`src/rtl/irq_sel_pkg.sv`:
```
package irq_sel_pkg;
  localparam int NUM_SRC = 4;
  localparam int CAUSE_W = 3;

  localparam int SRC_IRQ = 0;
  localparam int SRC_FIQ = 1;
  localparam int SRC_ABT = 2;
  localparam int SRC_RST = 3;

  typedef enum logic [CAUSE_W-1:0] {
    CAUSE_NONE  = 3'd0,
    CAUSE_IRQ   = 3'd1,
    CAUSE_FIQ   = 3'd2,
    CAUSE_ABORT = 3'd3,
    CAUSE_RESET = 3'd4
  } cause_e;
endpackage

```
`src/rtl/irq_req_check.sv`:
```
module irq_req_check
  import irq_sel_pkg::*;
#(
  parameter int TYPE_W = 3,
  parameter int IDX_W  = 2
) (
  input  logic               vld_i,
  input  logic [TYPE_W-1:0]  type_i,
  input  logic [IDX_W-1:0]   idx_i,
  output logic [NUM_SRC-1:0] hit_o,
  output logic               bad_o
);
  logic in_range;
  logic idx_zero;

  assign in_range = (int'(type_i) < NUM_SRC);
  assign idx_zero = (idx_i == '0);
  assign bad_o    = vld_i && !(in_range && idx_zero);

  // One decoded strobe per source; only legal requests reach the flags.
  for (genvar b = 0; b < NUM_SRC; b++) begin : g_hit
    assign hit_o[b] = vld_i && idx_zero && (type_i == TYPE_W'(b));
  end
endmodule

```
`src/rtl/irq_pend_bank.sv`:
```
module irq_pend_bank
  import irq_sel_pkg::*;
(
  input  logic               clk,
  input  logic               rst,
  input  logic               load_i,
  input  logic [NUM_SRC-1:0] load_data_i,
  input  logic               wipe_i,
  input  logic [NUM_SRC-1:0] set_i,
  input  logic [NUM_SRC-1:0] clr_i,
  output logic [NUM_SRC-1:0] pend_o
);
  // Per flag: restore, then wipe, then set, then clear.
  for (genvar b = 0; b < NUM_SRC; b++) begin : g_flag
    always_ff @(posedge clk) begin
      if (rst)              pend_o[b] <= 1'b0;
      else if (load_i)      pend_o[b] <= load_data_i[b];
      else if (wipe_i)      pend_o[b] <= 1'b0;
      else if (set_i[b])    pend_o[b] <= 1'b1;
      else if (clr_i[b])    pend_o[b] <= 1'b0;
    end
  end
endmodule

```
`src/rtl/irq_err_flag.sv`:
```
module irq_err_flag (
  input  logic clk,
  input  logic rst,
  input  logic suppress_i,
  input  logic bad_i,
  input  logic ack_i,
  output logic err_o
);
  always_ff @(posedge clk) begin
    if (rst)                        err_o <= 1'b0;
    else if (bad_i && !suppress_i)  err_o <= 1'b1;
    else if (ack_i)                 err_o <= 1'b0;
  end
endmodule

```
`src/rtl/irq_prio_pick.sv`:
```
module irq_prio_pick
  import irq_sel_pkg::*;
(
  input  logic [NUM_SRC-1:0] pend_i,
  input  logic               mask_i,
  input  logic               mask_f,
  input  logic               mask_a,
  output cause_e             cause_o,
  output logic               take_o
);
  logic [NUM_SRC-1:0] elig;

  always_comb begin
    elig          = pend_i;
    elig[SRC_IRQ] = pend_i[SRC_IRQ] && !mask_i;
    elig[SRC_FIQ] = pend_i[SRC_FIQ] && !mask_f;
    elig[SRC_ABT] = pend_i[SRC_ABT] && !mask_a;
  end

  always_comb begin
    cause_o = CAUSE_NONE;
    if (pend_i != '0) begin
      if (elig[SRC_IRQ])      cause_o = CAUSE_IRQ;
      else if (elig[SRC_FIQ]) cause_o = CAUSE_FIQ;
      else if (elig[SRC_ABT]) cause_o = CAUSE_ABORT;
      else if (elig[SRC_RST]) cause_o = CAUSE_RESET;
    end
  end

  assign take_o = (cause_o != CAUSE_NONE);
endmodule

```
`src/rtl/irq_pend_sel.sv`:
```
module irq_pend_sel
  import irq_sel_pkg::*;
#(
  parameter int TYPE_W = 3,
  parameter int IDX_W  = 2
) (
  input  logic               clk,
  input  logic               rst,
  input  logic               post_vld,
  input  logic [TYPE_W-1:0]  post_type,
  input  logic [IDX_W-1:0]   post_idx,
  input  logic               clr_vld,
  input  logic [TYPE_W-1:0]  clr_type,
  input  logic [IDX_W-1:0]   clr_idx,
  input  logic               clr_all,
  input  logic               err_clr,
  input  logic               mask_i,
  input  logic               mask_f,
  input  logic               mask_a,
  input  logic               snap_load,
  input  logic [NUM_SRC-1:0] snap_in,
  output logic [NUM_SRC-1:0] snap_out,
  output logic               take,
  output logic [CAUSE_W-1:0] cause,
  output logic               err
);
  logic [NUM_SRC-1:0] post_hit, clr_hit;
  logic               post_bad, clr_bad;
  cause_e             sel;

  irq_req_check #(.TYPE_W(TYPE_W), .IDX_W(IDX_W)) u_post_chk (
    .vld_i(post_vld), .type_i(post_type), .idx_i(post_idx),
    .hit_o(post_hit), .bad_o(post_bad)
  );

  irq_req_check #(.TYPE_W(TYPE_W), .IDX_W(IDX_W)) u_clr_chk (
    .vld_i(clr_vld), .type_i(clr_type), .idx_i(clr_idx),
    .hit_o(clr_hit), .bad_o(clr_bad)
  );

  irq_pend_bank u_bank (
    .clk(clk), .rst(rst),
    .load_i(snap_load), .load_data_i(snap_in),
    .wipe_i(clr_all), .set_i(post_hit), .clr_i(clr_hit),
    .pend_o(snap_out)
  );

  irq_err_flag u_err (
    .clk(clk), .rst(rst),
    .suppress_i(snap_load), .bad_i(post_bad || clr_bad),
    .ack_i(err_clr), .err_o(err)
  );

  irq_prio_pick u_pick (
    .pend_i(snap_out), .mask_i(mask_i), .mask_f(mask_f), .mask_a(mask_a),
    .cause_o(sel), .take_o(take)
  );

  assign cause = sel;
endmodule

```
`config.mk`:
```
export PLATFORM = sky130hd
export DESIGN_NAME = irq_pend_sel
export DESIGN_NICKNAME = d
export VERILOG_FILES = /design/src/rtl/irq_sel_pkg.sv /design/src/rtl/irq_req_check.sv /design/src/rtl/irq_pend_bank.sv /design/src/rtl/irq_err_flag.sv /design/src/rtl/irq_prio_pick.sv /design/src/rtl/irq_pend_sel.sv
export SDC_FILE = /design/constraint.sdc
export NUM_CORES = 1
export LEC_CHECK = 0
export ABC_CLOCK_PERIOD_IN_PS = 3200
export BUFFER_PORTS_ARGS = -buffer_cell sky130_fd_sc_hd__buf_2
export CORE_AREA = 3 3 40 42
export DETAILED_ROUTE_END_ITERATION = 16
export DIE_AREA = 0 0 43 45
export PLACE_DENSITY = 0.73
export SYNTH_ARGS = -nofsm -noshare
export SYNTH_HDL_FRONTEND = slang
export SYNTH_SLANG_ARGS = --single-unit
```
`constraint.sdc`:
```
create_clock -name clk -period 3.2 [get_ports clk]
set_clock_uncertainty 0.1 [all_clocks]
set_input_delay 0.16 -clock clk [delete_from_list [all_inputs] [get_ports clk]]
set_output_delay 0.16 -clock clk [all_outputs]
set_load 0.01 [all_outputs]
```
# After elaboration in Yosys (flattened, before gate mapping)
# Index checks and enable logic that the tools add are counted.
op_classes:
  n_lt_le_gt_ge: 2
  eq_ne: 6
  mux: 23
  n_reduce_logical: 36
ops:
  columns: ["op", "count"]
  rows:
  - ["$reduce_bool A4 Y1", 5]
  - ["$logic_and A1 B1 Y1", 18]
  - ["$mux W1", 18]
  - ["$mux W3", 5]
  - ["$eq A3 B2 Y1 const B", 4]
  - ["$eq A3 B1 Y1 const B", 2]
  - ["$logic_not A1 Y1", 6]
  - ["$logic_not A3 Y1", 2]
  - ["$lt A3 B3 Y1 const B", 2]
  - ["$logic_not A2 Y1", 2]
  - ["$reduce_bool A3 Y1", 1]
  - ["$reduce_bool A2 Y1", 1]
  - ["$logic_or A1 B1 Y1", 1]
totals:
  reg_bits: 5
  inputBits: 24
  output_inout_bits: 9
  word_cells: 72

# Longest topological paths before layout
logic_depth:
  ltp_word: 7
  depth_mapped: 4
  depth_no_buf: 4

# By module
# Synthesis repeated with hierarchy kept, for this count alone.
hier_totals:
  cells_unflattened: 49
  area_unflattened_um2: 411.6
by_module_without_submodules:
  columns: ["module", "instances", "cells_each", "area_per_inst_um2", "seq_area_each_um2"]
  rows:
  - ["irq_pend_bank", 1, 22, 171.4, 80.1]
  - ["irq_req_check", 2, 7, 61.3, 0.0]
  - ["irq_prio_pick", 1, 8, 70.1, 0.0]
  - ["irq_err_flag", 1, 4, 41.3, 20.0]
  - ["irq_pend_sel", 1, 1, 6.3, 0.0]

# Worst setup path before layout
# No wires, ideal clock.
synth_path:
  path_kind: "in2reg"
  from: "input post_idx[1]"
  to: "register u_bank.pend_o[0]"
  setup_time_ps: 86
  arrival_ps: 1147
  t_required_ps: 3014
  path_slack_ps: 1866
  path_stages: 4
  path_buffers: 0
  cell_sequence: "or4b_4 -> nor3_2 -> o21ai_1 -> a221oi_2"
synth_between:
  elab_chain_cells: 6
  word_cells_on_any_way: 7
  classes_between: "3 x mux; 4 x reduce/logical"
synth_rtl:
  columns: ["item", "line", "rtl"]
  rows:
  - ["from (decl)", "irq_pend_sel.sv:11", "input logic [IDX_W-1:0] post_idx,"]
  - ["$logic_not A2 Y1 *", "irq_req_check.sv:17", "assign idx_zero = (idx_i == '0);"]
  - ["$logic_and A1 B1 Y1 * (2 in series)", "irq_req_check.sv:22", "assign hit_o[b] = vld_i && idx_zero && (type_i == TYPE_W'(b));"]
  - ["$mux W1", "irq_pend_bank.sv:19", "else if (set_i[b]) pend_o[b] <= 1'b1;"]
  - ["$mux W1", "irq_pend_bank.sv:18", "else if (wipe_i) pend_o[b] <= 1'b0;"]
  - ["$mux W1", "irq_pend_bank.sv:17", "else if (load_i) pend_o[b] <= load_data_i[b];"]
  - ["to (signal, indexed assignment)", "irq_pend_bank.sv:17", null]
  - ["to (decl)", "irq_pend_bank.sv:11", "output logic [NUM_SRC-1:0] pend_o"]
# Every way passes the cells marked *; elsewhere a longest branch is shown, timed or not.
# A chain may end at the register's enable or synchronous reset.

# Worst setup path after layout
layout_path:
  from: "register u_bank.pend_o[0]"
  to: "output cause[0]"
layout_between:
  elab_chain_cells: 3
  word_cells_on_any_way: 4
  classes_between: "2 x mux; 2 x reduce/logical"
layout_rtl:
  columns: ["item", "line", "rtl"]
  rows:
  - ["$logic_and A1 B1 Y1", "irq_prio_pick.sv:15", "elig[SRC_IRQ] = pend_i[SRC_IRQ] && !mask_i;"]
  - ["$mux W3", "irq_prio_pick.sv:23", "if (elig[SRC_IRQ]) cause_o = CAUSE_IRQ;"]
  - ["$mux W3 *", "irq_prio_pick.sv:22", "if (pend_i != '0) begin"]
  - ["to (decl)", "irq_pend_sel.sv:24", "output logic [CAUSE_W-1:0] cause,"]
# Marked as above.

==> impl_metrics.env <==
export IMPL_rows=13
export IMPL_postSynthAreaPerCell_um2=7.48
export IMPL_hpwl_um=963
export IMPL_fin_util_pct=44.1
export IMPL_worst_pin_slew_ns=0.363
export IMPL_cts_buffers_inserted=3
export IMPL_endpoint="cause[0]"
export IMPL_post_cts_resized=0
export IMPL_first_global_vias=468
export IMPL_post_route_min_period_ns=1.38
export IMPL_clockBufferDepth=2
export IMPL_die_h_um=45
export IMPL_synthDistinctLibCells=22
export IMPL_synth_area_leaders="dfxtp_1, a21oi_1, nand2_1, nor2_1, nor3_1"
export IMPL_yosysWarnings=0
export IMPL_grt_ovfl_total=0
export IMPL_r2r_cells=2
export IMPL_worst_hold_path_type="input port to register"
export IMPL_antenna_cells=0
export IMPL_synth_edf_count=0
export IMPL_insertion_delay_ns=0.24
export IMPL_r2r_end="u_bank.pend_o[0]"
export IMPL_nNetsFinal=109
export IMPL_layout_cells_non_filler=99
export IMPL_htreeDepth=1
export IMPL_crit_path_end_kind="primary output"
export IMPL_grt_pass1_wl_um=1830
export IMPL_startpoint_type="register"
export IMPL_first_iter_violations=18
export IMPL_dieArea_um2=1940
export IMPL_antenna_found_initial=0
export IMPL_synth_flop_cell="dfxtp_1"
export IMPL_timing_hold_worst_path_depth=2
export IMPL_port_buffers=32
export IMPL_grt_usage_pct=12.2
export IMPL_p_per_area_nw_per_um2=335
export IMPL_internal_power_uw=138
export IMPL_power_share_combinational_pct=26.4
export IMPL_async_flop_share_pct=0
export IMPL_path_class="register to primary output"
export IMPL_drcViolationCount=0
export IMPL_max_slew_margin_pct=75.7
export IMPL_switching_power_uw=52.6
export IMPL_drv_cap=0
export IMPL_worstSetupStartpoint="u_bank.pend_o[0]"
export IMPL_cp_max_fo=4
export IMPL_cts_tree="done"
export IMPL_cts_root_buf="clkbuf_4"
export IMPL_critPathRequiredTime_ns=2.94
export IMPL_yosysTopAreaCell="dfxtp_1"
export IMPL_ys_seq_area_share_pct=27.3
export IMPL_syn_inst=49
export IMPL_finalSetupViolCount=0
export IMPL_synth_seq_cells=5
export IMPL_drive_gt1_share_pct=47.6
export IMPL_core_area_um2=1280
export IMPL_totalWireLength_um=1160
export IMPL_tns_ns=0
export IMPL_wl_per_cell_um=11.8
export IMPL_drt_antenna_violating_nets=0
export IMPL_hold_viol=0
export IMPL_start_util_pct=28.5
export IMPL_route_vias_total=523
export IMPL_leakage_uw=0.000280
export IMPL_syn_area_um2=367
export IMPL_sw_frac_of_total_pct=27.6
export IMPL_synth_nets=73
export IMPL_cts_sinks=5
export IMPL_place_inst=95
export IMPL_max_freq_mhz=724
export IMPL_die_width_um=43
export IMPL_grt_max_degree=10
export IMPL_post_cts_buffers=0
export IMPL_rsz0062_at_grt="false"
export IMPL_irDropWorstVdd_v=0.000235
export IMPL_clkTransAtPathRegs_ns=0.04
export IMPL_cts_hold_buffers=0
export IMPL_synthTopCellsByCount="a21oi_1, nand2_1, nor2_1"
export IMPL_first_pass_iters=4
export IMPL_gp_congestion=0.760
export IMPL_arrival_ns=1.12
export IMPL_synth_top_area_share_pct=27.3
export IMPL_period_share_pct=43.2
export IMPL_outcome="complete, no violations"
export IMPL_r2r_slack_ns=2.22
export IMPL_r2r_start="u_bank.pend_o[0]"
export IMPL_via_per_inst=5.28
export IMPL_drv_slew=0
export IMPL_seq_power_share_pct=35.7
export IMPL_p_clk_share_pct=37.9
export IMPL_syn_to_final_growth_pct=54.6
export IMPL_pin_count=33
cells in the final DEF, fill, tap and decap left out, drive strengths merged:
cell type / count
a21oi: 6
a221oi: 2
a222oi: 1
a31o: 1
a31oi: 1
buf: 32
clkbuf: 4
dfxtp: 5
inv: 3
nand2: 6
nand2b: 2
nand3b: 2
nor2: 6
nor2b: 1
nor3: 4
nor3b: 1
nor4: 1
nor4b: 1
o21ai: 2
o31ai: 2
or4b: 1
flip-flops by register name, summed over array words and instances, names as in the netlist:
register       count
u_bank.pend_o      4
u_err.err_o        1
power by group through the flow:
stage          clock network, uW  logic, uW  registers, uW
3_5_place_dp                   0       49.8           69.0
2_1_floorplan                  0       20.9           70.4
5_1_grt                     77.9       55.5           68.1
4_1_cts                     74.8       50.1           67.9
6_report                    72.1       50.1           67.9
3_3_place_gp                   0       48.3           69.0
worst max-delay path, stage by stage (launching register included):
cell,delay (ns)
dfxtp_1,0.34
nor2b_1,0.26
a31o_2,0.15
buf_2,0.12
kinds of logic (layout without fill, tap and decap cells):
family          count (synthesis)  count (layout)  share of synthesized area [%]
simple gates                   25              25                           39.9
compound gates                 15              15                           28.3
flops                           5               5                           27.3
buf+inv                         4              39                           4.44
worst min-delay path by stage:
stage | startpoint | end | slack [ns]
after floorplan | rst | u_bank.pend_o[0] | 0.13
after global placement | rst | u_bank.pend_o[0] | 0.30
after detailed placement | rst | u_bank.pend_o[0] | 0.30
after global routing | rst | u_bank.pend_o[0] | 0.08
final | rst | u_bank.pend_o[0] | 0.06
after CTS | rst | u_bank.pend_o[0] | 0.05
routing by layer:
| layer | vias to the layer above | track usage, % | routed length [um] |
|---|---|---|---|
| met5 | - | 0 | 0 |
| met4 | 0 | 1.81 | 0 |
| met3 | 0 | 5.58 | 179 |
| met2 | 38 | 19.5 | 511 |
| met1 | 229 | 15.5 | 473 |
| li1 | 256 | - | - |
cell type report:
cell class / count / area, um^2
timing repair buffer: 32 / 160
multi-input combinational: 40 / 250
sequential: 5 / 100
tap: 15 / 18.8
fill: 132 / 718
clock buffer: 4 / 26.3
inverter: 3 / 11.3
through the flow:
step / hold slack (ns) / area (um^2) / power [uW] / worst slack [ns]
after global routing: 0.0763 / 567 / 202 / 1.73
after floorplan: 0.126 / 367 / 91.3 / 1.87
after detailed placement: 0.304 / 541 / 119 / 1.69
after global placement: 0.300 / 541 / 117 / 1.72
after CTS: 0.0543 / 567 / 193 / 1.81
final: 0.0625 / 567 / 190 / 1.82
(Power assumes the default switching activity.)
